### config.mk
export PLATFORM = sky130hd
export DESIGN_NAME = xlate_enable_ctrl
export DESIGN_NICKNAME = d
export VERILOG_FILES = /design/src/rtl/xlate_enable_ctrl.sv
export SDC_FILE = /design/constraint.sdc
export NUM_CORES = 1
export LEC_CHECK = 0
export CAP_MARGIN = 20
export CORE_ASPECT_RATIO = 1.2
export CORE_MARGIN = 1.5
export CORE_UTILIZATION = 26
export DETAILED_ROUTE_END_ITERATION = 6
export GPL_ROUTABILITY_DRIVEN = 1
export HOLD_SLACK_MARGIN = 0.1
export PLACE_DENSITY = 0.79
export SETUP_SLACK_MARGIN = 0.05
export SYNTH_ARGS = -nofsm -noshare
export SYNTH_HDL_FRONTEND = slang
export SYNTH_SLANG_ARGS = --single-unit
### constraint.sdc
create_clock -name clk -period 1.9 [get_ports clk]
set_input_delay 0.475 -clock clk [delete_from_list [all_inputs] [get_ports clk]]
set_output_delay 0.475 -clock clk [all_outputs]
set_load 0.01 [all_outputs]
### src/rtl/xlate_enable_ctrl.sv
module xlate_enable_ctrl #(
  parameter int ADDR_W = 8,
  parameter int DATA_W = 32,
  parameter int CNT_W = 6,
  parameter int EN_BIT = 31,
  parameter logic [ADDR_W-1:0] CMD_OFS = 8'h18,
  parameter logic [ADDR_W-1:0] STS_OFS = 8'h1C
) (
  input  logic              clk,
  input  logic              rst_n,
  input  logic              reg_wr,
  input  logic [ADDR_W-1:0] reg_addr,
  input  logic [DATA_W-1:0] reg_wdata,
  output logic [DATA_W-1:0] reg_rdata,
  input  logic              txn_boundary,
  input  logic [CNT_W-1:0]  inflight_cnt,
  output logic              remap_active,
  output logic              req_stall
);

  typedef enum logic [1:0] {S_IDLE, S_DRAIN, S_BOUND, S_COMMIT} state_t;

  state_t state;
  logic remap_q, sts_q, tgt_q, hold_vld, hold_val;
  logic req_vld, req_val;

  logic wr_cmd, wr_en_val, start, unused_wdata;
  assign wr_cmd = reg_wr && (reg_addr == CMD_OFS);
  assign wr_en_val = reg_wdata[EN_BIT];
  assign unused_wdata = ^reg_wdata;

  always_comb begin
    if (hold_vld) begin
      req_vld = 1'b1;
      req_val = hold_val;
    end else begin
      req_vld = wr_cmd;
      req_val = wr_en_val;
    end
  end

  assign start = (state == S_IDLE) && req_vld && (req_val != remap_q);

  always_ff @(posedge clk) begin
    if (!rst_n) begin
      state    <= S_IDLE;
      remap_q  <= 1'b0;
      sts_q    <= 1'b0;
      tgt_q    <= 1'b0;
      hold_vld <= 1'b0;
      hold_val <= 1'b0;
    end else begin
      if (state != S_IDLE) begin
        if (wr_cmd) begin
          hold_vld <= 1'b1;
          hold_val <= wr_en_val;
        end
      end else if (hold_vld) begin
        hold_vld <= wr_cmd;
        hold_val <= wr_en_val;
      end
      case (state)
        S_IDLE: if (start) begin
          tgt_q <= req_val;
          state <= S_DRAIN;
        end
        S_DRAIN: if (inflight_cnt == '0) state <= S_BOUND;
        S_BOUND: if (txn_boundary) begin
          remap_q <= tgt_q;
          state   <= S_COMMIT;
        end
        default: begin
          sts_q <= remap_q;
          state <= S_IDLE;
        end
      endcase
    end
  end

  assign remap_active = remap_q;
  assign req_stall = (state == S_DRAIN) || (state == S_BOUND);
  assign reg_rdata = (reg_addr == STS_OFS) ? (DATA_W'(sts_q) << EN_BIT) : '0;

  assert_no_switch_inflight_R3: assert property (@(posedge clk) disable iff (!rst_n)
    ($past(inflight_cnt) != '0) |-> (remap_q == $past(remap_q)));

  assert_switch_at_boundary_R4: assert property (@(posedge clk) disable iff (!rst_n)
    (remap_q != $past(remap_q)) |-> $past(txn_boundary));

  assert_status_tracks_mode_R5: assert property (@(posedge clk) disable iff (!rst_n)
    (sts_q != $past(sts_q)) |-> (sts_q == $past(remap_q)));

  assert_same_mode_no_work_R6: assert property (@(posedge clk) disable iff (!rst_n)
    (state == S_IDLE && !hold_vld && wr_cmd && wr_en_val == remap_q) |=> (state == S_IDLE));

  assert_switch_under_stall_R10: assert property (@(posedge clk) disable iff (!rst_n)
    (remap_q != $past(remap_q)) |-> $past(req_stall));

endmodule

# ---- Word-level counts from Yosys, hierarchy flattened
# Index checks and enable logic that the tools add are counted.
dict set report classes {
  n_eq_ne 9
  n_mux 13
  reduce_logical 13
}
# cell count
set op_table {}
lappend op_table {{32-bit two-way mux} 1}
lappend op_table {{8-bit by 5-bit == test with 1-bit output (second input constant)} 2}
lappend op_table {{1-bit two-way mux} 8}
lappend op_table {{2-bit != test (second input constant)} 4}
lappend op_table {{6-bit logical NOT} 1}
lappend op_table {{2-bit two-way mux} 3}
lappend op_table {{2-bit case mux with 3 select lines} 1}
lappend op_table {{2-bit AND reduction} 3}
lappend op_table {{2-bit nonzero test} 2}
lappend op_table {{1-bit logical AND} 3}
lappend op_table {{3-bit AND reduction} 1}
lappend op_table {{3-bit OR reduction} 1}
lappend op_table {{2-bit by 1-bit == test with 1-bit output (second input constant)} 1}
lappend op_table {{2-bit == test (second input constant)} 1}
lappend op_table {{2-bit logical NOT} 1}
lappend op_table {{1-bit logical OR} 1}
lappend op_table {{1-bit != test} 1}
dict set report word_totals {
  ff_bits 7
  in_bits 50
  out_inout_bits 34
  elab_cells 41
}

# ---- Logic depth before layout (Yosys ltp)
# Gate-level depths: netlist of run 1.
dict set report depth {
  ltp_word 7
  ltp_mapped 6
  mapped_depth_nobuf 6
}

# ---- Least setup slack after synthesis of run 1
# OpenSTA, ideal clock, no wires.
dict set report synth_path {
  path_type {input port to flip-flop}
  from {input port inflight_cnt[1]}
  to {register state[1]}
  setup_time_ns 0.072
  arrival_time_ns 1.710
  required_ns 1.828
  path_slack_ns 0.118
  path_stages 4
  n_path_buf 0
  cell_sequence {or4_1 o31a_1 nor4_2 mux2i_1}
}
dict set report synth_between {
  elab_chain_cells 3
}
# item line_no
set synth_rtl {}
lappend synth_rtl {{start: declaration} 16} ;# input logic [CNT_W-1:0] inflight_cnt,
lappend synth_rtl {{6-bit logical NOT} 67} ;# S_DRAIN: if (inflight_cnt == '0) state <= S_BOUND;
lappend synth_rtl {{2-bit != test (no source line)} n/a}
lappend synth_rtl {{3-bit AND reduction (no source line)} n/a}
lappend synth_rtl {{end signal: assignment} 65} ;# state <= S_DRAIN;
lappend synth_rtl {{end signal: assignment} 67}
lappend synth_rtl {{end signal: assignment} 70} ;# state <= S_COMMIT;
lappend synth_rtl {{end: declaration} 23} ;# state_t state;
# Every way passes these cells.
# A chain may end at the register's enable or synchronous reset.

# ---- Worst setup path after layout of run 1
dict set report layout_path {
  from {input port reg_addr[4]}
  to {register hold_vld}
}
dict set report layout_between {
  elab_chain_cells 4
  elab_cells_between_ends 5
  classes_between {2 x eq/ne; 2 x mux; 1 x reduce/logical}
}
# item line_no
set layout_rtl {}
lappend layout_rtl {{start: declaration} 12} ;# input logic [ADDR_W-1:0] reg_addr,
lappend layout_rtl {{8-bit by 5-bit == test with 1-bit output *} 28} ;# assign wr_cmd = reg_wr && (reg_addr == CMD_OFS);
lappend layout_rtl {{1-bit logical AND *} 28}
lappend layout_rtl {{1-bit two-way mux} 58} ;# end else if (hold_vld) begin
lappend layout_rtl {{1-bit two-way mux} 53} ;# if (state != S_IDLE) begin
lappend layout_rtl {{end signal: assignment} 59} ;# hold_vld <= wr_cmd;
lappend layout_rtl {{end: declaration} 24} ;# logic remap_q, sts_q, tgt_q, hold_vld, hold_val;
# Every way passes the cells marked *; elsewhere a longest branch is shown, timed or not.

==> flow_summary.json, run 1 <==
{
  "outcome": "finished, final reports clean",
  "p_leak_nw": 0.476,
  "min_period_ns": 1.83,
  "end_kind": "flop",
  "cp_max_fo": 3,
  "die-area_sq_mm": 0.00303,
  "cts-root-buf": "clkbuf_4",
  "io_buffers": 21,
  "numCtsBuffers": 3,
  "io_pins": 84,
  "cp-start-kind": "primary input",
  "die_height_um": 60.0,
  "grt_max_degree": 11,
  "grt_pass1_vias": 550,
  "period_share": 0.962,
  "route.met2.wl_um": 869,
  "start_util": 0.276,
  "drt_pre_antenna_iters": 4,
  "crit_chain": "clkdlybuf4s15_1 > nor4b_4 > buf_4 > buf_4 > buf_4 > buf_4 > buf_6 > and3_4 > maj3_2 > and2_4",
  "viasPerCell": 3.97,
  "path_class": "in2reg",
  "crit_family": "buffers and inverters",
  "antenna_found_initial": 0,
  "finish.instance_area_sq_um": 968,
  "cap_violations": 0,
  "drt_iter0_drc": 5,
  "wl_per_cell_um": 10.3,
  "r2r_slack_ns": 0.34,
  "grt_usage": 0.107,
  "cts_hold_buf": 0,
  "wl_met1_um": 504,
  "grt_pass1_wl_mm": 2.37,
  "syn_to_final_growth_pct": 37.5,
  "rsz0062_at_grt": "no",
  "clk_path_buf_depth": 2,
  "rows": 20,
  "num_vias": 583,
  "fmax_mhz": 547,
  "wirelength_mm": 1.51,
  "max_stage_delay_ns": 0.30,
  "dieWidth_um": 50.5,
  "gr-total-overflow": 0,
  "drive_gt1_frac": 0.211,
  "cp_num_buf_inv": 6,
  "power_w": 0.000371,
  "top_layer": "met4",
  "ys_seq_elements": 7,
  "final-setup-viol-count": 0,
  "htree_levels": 1,
  "met3_length_um": 123,
  "clock-sinks": 7,
  "crit_top_cell": "buf_4",
  "syn_area_sq_um": 704,
  "ys_seq_area_frac": 0.199,
  "ir_drop_mv": 0.155,
  "finalMaxSlewViolations": 0,
  "skew_ns": 0.00383,
  "final-hold-violation-count": 0,
  "hold_class": "reg2reg",
  "power_density_mw_per_mm2": 383,
  "antenna_cells": 0,
  "cp_slowest_cell": "maj3_2",
  "drc": 0,
  "placed_area_sq_um": 855,
  "netlist_instances": 83,
  "path_clk_slew_ns": 0.05,
  "cp.arrival_ns": 1.98,
  "crit_required_ns": 2.05,
  "yosysWarnings": 0,
  "postRouteAntennaNets": 0,
  "dp_hpwl_mm": 1.10,
  "clock_latency_ns": 0.25,
  "cts_tree": "yes",
  "syn_area_per_cell_sq_um": 8.49,
  "gp_congestion": 0.705,
  "ys_types": 26,
  "core-area_sq_mm": 0.00255,
  "fin_nets": 169
}
## cell usage after synthesis
| cell | count | share of area |
|---|---|---|
| a311oi_1 | 1 | 0.012 |
| mux2i_1 | 7 | 0.099 |
| a21boi_0 | 1 | 0.011 |
| clkbuf_1 | 1 | 0.0053 |
| and3_1 | 1 | 0.0089 |
| nand2_1 | 8 | 0.043 |
| or4_1 | 1 | 0.011 |
| nand2b_1 | 2 | 0.018 |
| and2_1 | 1 | 0.0089 |
| xnor2_1 | 1 | 0.012 |
| o211ai_1 | 1 | 0.011 |
| o21a_1 | 1 | 0.011 |
| and4_1 | 1 | 0.012 |
| o31a_1 | 1 | 0.012 |
| inv_1 | 3 | 0.016 |
| nand3_1 | 1 | 0.0071 |
| dfxtp_1 | 7 | 0.20 |
| o31a_2 | 1 | 0.014 |
| maj3_1 | 1 | 0.014 |
| buf_4 | 31 | 0.33 |
| nor4_2 | 1 | 0.018 |
| nor4b_1 | 1 | 0.012 |
| nor3b_1 | 1 | 0.011 |
| conb_1 | 1 | 0.0053 |
| ha_1 | 4 | 0.071 |
| nor2b_1 | 3 | 0.027 |
## metrics by stage
step | setup slack (ns) | hold slack [ns] | setup TNS (ns) | util | instances
4_1_cts | 0.00690 | 0.467 | 0 | 0.370 | 146
2_1_floorplan | 0.118 | 0.438 | 0 | - | 113
6_report | 0.0731 | 0.464 | 0 | 0.379 | 147
5_1_grt | 0.0467 | 0.509 | 0 | 0.379 | 147
3_5_place_dp | -0.656 | 0.456 | -1.88 | 0.335 | 138
3_3_place_gp | -0.578 | 0.444 | -1.36 | 0.335 | 138
## sequential cells by signal (all words and copies together) (netlist names)
signal	count
state	2
hold_val	1
hold_vld	1
remap_active	1
sts_q	1
tgt_q	1
## what timing repair did
item,CTS,global route
endpoints found under the setup margin,4,4
resized for setup,35,5
buffers inserted,4,1
pin swaps,7,4
## routing by layer
layer	vias to the layer above	GRT usage
met4	0	0.0579
li1	278	-
met2	36	0.203
met1	267	0.100
met3	2	0.0375
met5	-	0
## report_power, final
part	internal, W	switching [W]	leakage, nW
Sequential	0.000147	0.0000000805	0.0569
Clock	0.0000801	0.0000542	0.0150
Combinational	0.0000413	0.0000483	0.404
## worst reg2reg max path: stages, from the launching register on
cell and delay [ns]:
dfxtp_1 0.47, mux2i_1 0.22, buf_4 0.15, mux2i_1 0.11, nor4_4 0.32, mux2i_1 0.22
## cell type report
cell class                      instances  area, sq um
Inverter                                3         11.3
Multi-Input combinational cell         71          490
Fill cell                             269         1580
Clock buffer                            4         26.3
Timing Repair Buffer                   29          258
Tap cell                               33         41.3
Sequential cell                         7          141
## placed cells by master, fill, tap and decap left out, types with 2 or more instances in the layout
| master | n |
|---|---|
| nand2_1 | 8 |
| buf_4 | 7 |
| conb_1 | 31 |
| dlymetal6s2s_1 | 3 |
| clkbuf_4 | 3 |
| dlygate4sd2_1 | 3 |
| buf_2 | 4 |
| dfxtp_1 | 6 |
| nor2b_1 | 3 |
| clkdlybuf4s15_1 | 3 |
| inv_1 | 3 |
| clkdlybuf4s50_1 | 8 |
| mux2i_1 | 7 |
| nand2b_1 | 2 |
| ha_1 | 4 |
## kinds of logic (layout without fill, tap and decap cells)
family	after synthesis	count (layout)	synth area share
buffers and inverters	35	36	0.352
other	1	31	0.00532
muxes	7	7	0.0995
and+or+nand+nor	21	21	0.176
AOI/OAI and AO/OA	6	6	0.0711
adders and majority gates	5	5	0.0853
DFF	7	7	0.199
xor gates and xnor gates	1	1	0.0124
## path summary, 6_finish.rpt
check,start,endpoint,cells after the start
setup / recovery,reg_addr[4],hold_vld,10
hold / removal,tgt_q,tgt_q,2
setup reg to reg,hold_vld,state[1],5
hold reg to reg,tgt_q,tgt_q,2
Note: power is estimated with default switching activity, not from simulation.
==> inputs of run 2 (changes only) <==
--- a/config.mk
+++ b/config.mk
@@ -8,11 +8,12 @@
 export CAP_MARGIN = 20
 export CORE_ASPECT_RATIO = 1.2
 export CORE_MARGIN = 1.5
-export CORE_UTILIZATION = 26
+export CORE_UTILIZATION = 28
 export DETAILED_ROUTE_END_ITERATION = 6
 export GPL_ROUTABILITY_DRIVEN = 1
 export HOLD_SLACK_MARGIN = 0.1
-export PLACE_DENSITY = 0.79
+export PLACE_DENSITY = 0.84
+export REMOVE_ABC_BUFFERS = 1
 export SETUP_SLACK_MARGIN = 0.05
 export SYNTH_ARGS = -nofsm -noshare
 export SYNTH_HDL_FRONTEND = slang
==> constraint.sdc (replaced) <==
create_clock -name clk -period 2.2 [get_ports clk]
set_input_delay 0.55 -clock clk [delete_from_list [all_inputs] [get_ports clk]]
set_output_delay 0.55 -clock clk [all_outputs]
set_load 0.01 [all_outputs]
==> run 2 against run 1 <==
First-iteration DRC count grew to 2.6 times the previous value. Register-to-register slack improved by 0.31 ns. Via count shrank 5.1%. Count of clock-buffer cells in the layout stayed put. Combinational power down 19%. Largest power group unchanged. Sequential power down 14%. Critical path type is now in2out. Die area down 6.8%. Clock skew increased by 0.0036 ns. Utilization up 1.0 points. Hold slack better by 0.0018 ns. Sequential share of layout area up 0.97 points. Sequential cell count stayed put.
==> flow_summary.json, run 2 (synthesis results as in run 1) <==
{
  "fmax_mhz": 488,
  "clk_path_buf_depth": 2,
  "hold_class": "reg2reg",
  "cp_max_fo": 2,
  "core-area_sq_mm": 0.00233,
  "r2r-end": "state[1]",
  "rsz0062_at_grt": "no",
  "hold_depth": 2,
  "holdCritStartpoint": "hold_val",
  "htree_levels": 1,
  "period_share": 0.932,
  "post-place-ws_ns": -0.466,
  "path_clk_slew_ns": 0.06,
  "clock_latency_ns": 0.26,
  "syn_to_final_growth_pct": 29.0,
  "layout.cells.non_filler": 140,
  "num_vias": 553,
  "layout_setup_ws_ns": 0.151,
  "r2r_slack_ns": 0.65,
  "grt_max_degree": 11,
  "cap_violations": 0,
  "gr-total-overflow": 0,
  "viasPerCell": 3.95,
  "fin_nets": 164,
  "clock-sinks": 7,
  "cp-start-kind": "primary input",
  "whs_ns": 0.465,
  "finalMaxSlewViolations": 0,
  "layout_common_cells": "31 x conb_1, 15 x clkdlybuf4s50_1, 8 x nand2_1, 7 x mux2i_1, 6 x dfxtp_1",
  "placed_cells": 135,
  "wl_per_cell_um": 9.21,
  "final_util": 0.390,
  "drt_pre_antenna_iters": 2,
  "rows": 19,
  "largest-register": "state",
  "numCtsBuffers": 3,
  "drc": 0,
  "final-setup-viol-count": 0,
  "r2r_cells": 4,
  "drive_gt1_frac": 0.110,
  "skew_ns": 0.00738,
  "cts-root-buf": "clkbuf_4",
  "min_period_ns": 2.05,
  "gp_congestion": 0.709,
  "cts_tree": "yes",
  "io_buffers": 21,
  "antenna_found_initial": 0,
  "crit_required_ns": 1.65,
  "grt_pass1_vias": 524,
  "final-hold-violation-count": 0,
  "outcome": "finished, final reports clean",
  "die_height_um": 57.9,
  "power_density_mw_per_mm2": 353,
  "postRouteAntennaNets": 0,
  "dieWidth_um": 48.8,
  "die-area_sq_mm": 0.00283,
  "largest_reg_flops": 2,
  "ir_drop_mv": 0.154,
  "drt_iter0_drc": 13,
  "fillCellCount": 254,
  "p_leak_nw": 0.444,
  "cp.arrival_ns": 1.50,
  "grt_usage": 0.106,
  "antenna_cells": 0,
  "dp_hpwl_mm": 1.05,
  "io_pins": 84,
  "path_class": "in2out",
  "rr_startpoint": "hold_vld",
  "hold_path_end": "hold_val",
  "mostFrequentLayoutCell": "conb_1",
  "end_kind": "output port",
  "grt_pass1_wl_mm": 2.27,
  "start_util": 0.302,
  "wirelength_mm": 1.29
}
-- run 2: how the worst max path moves through the flow --
| stage | cells after the start | from | slack [ns] | to |
|---|---|---|---|---|
| global placement | 4 | reg_addr[5] | -0.46 | reg_rdata[31] |
| floorplan | 4 | inflight_cnt[1] | 0.34 | state[1] |
| CTS | 4 | reg_addr[3] | 0.05 | reg_rdata[31] |
| finish | 4 | reg_addr[1] | 0.15 | reg_rdata[31] |
| detailed placement | 4 | reg_addr[5] | -0.47 | reg_rdata[31] |
| global route | 4 | reg_addr[1] | 0.07 | reg_rdata[31] |
-- run 2: cell type report --
type | count | area [sq um] | share of cell area
multi-input cells | 71 | 458 | 0.504
repair buffers | 24 | 233 | 0.256
flip-flops and latches | 7 | 141 | 0.156
well taps | 31 | 38.8 | 0.0427
clock buffers | 4 | 26.3 | 0.0289
inverters | 3 | 11.3 | 0.0124
-- run 2: what timing repair did --
action / in CTS / in global routing
buffers inserted: 1 / 0
pin swaps: 2 / 2
setup endpoints to repair: 1 / 3
hold buffers: 0 / 0
gates resized for setup: 7 / 7
-- run 2: worst max-delay path, stage by stage --
cell and delay (ns):
clkdlybuf4s50_1 0.42, nor3b_2 0.21, and4_1 0.20, buf_2 0.12
-- run 2: per-layer routing --
layer  wire (um)  share of wire  up-vias  track usage
met5           0              0        -            0
met4          34          0.026        0       0.0735
met3         147           0.11        3       0.0490
met2         600           0.47       42        0.170
met1         506           0.39      244        0.110
li1            -              -      264            -
-- run 2: metrics by stage --
| stage | area, sq um | total power, W | setup TNS (ns) |
|---|---|---|---|
| 3_5_place_dp | 845 | 0.000199 | -0.648 |
| 4_1_cts | 877 | 0.000321 | 0 |
| 2_1_floorplan | 581 | 0.000161 | 0 |
| 6_report | 908 | 0.000321 | 0 |
| 3_3_place_gp | 845 | 0.000198 | -0.604 |
| 5_1_grt | 908 | 0.000339 | 0 |
-- run 2: power by group --
part	internal, W	leakage (nW)	switching, W
clock	0.0000695	0.0150	0.0000516
sequential	0.000127	0.0569	0.0000000597
combinational	0.0000349	0.372	0.0000377
total	0.000231	0.444	0.0000894
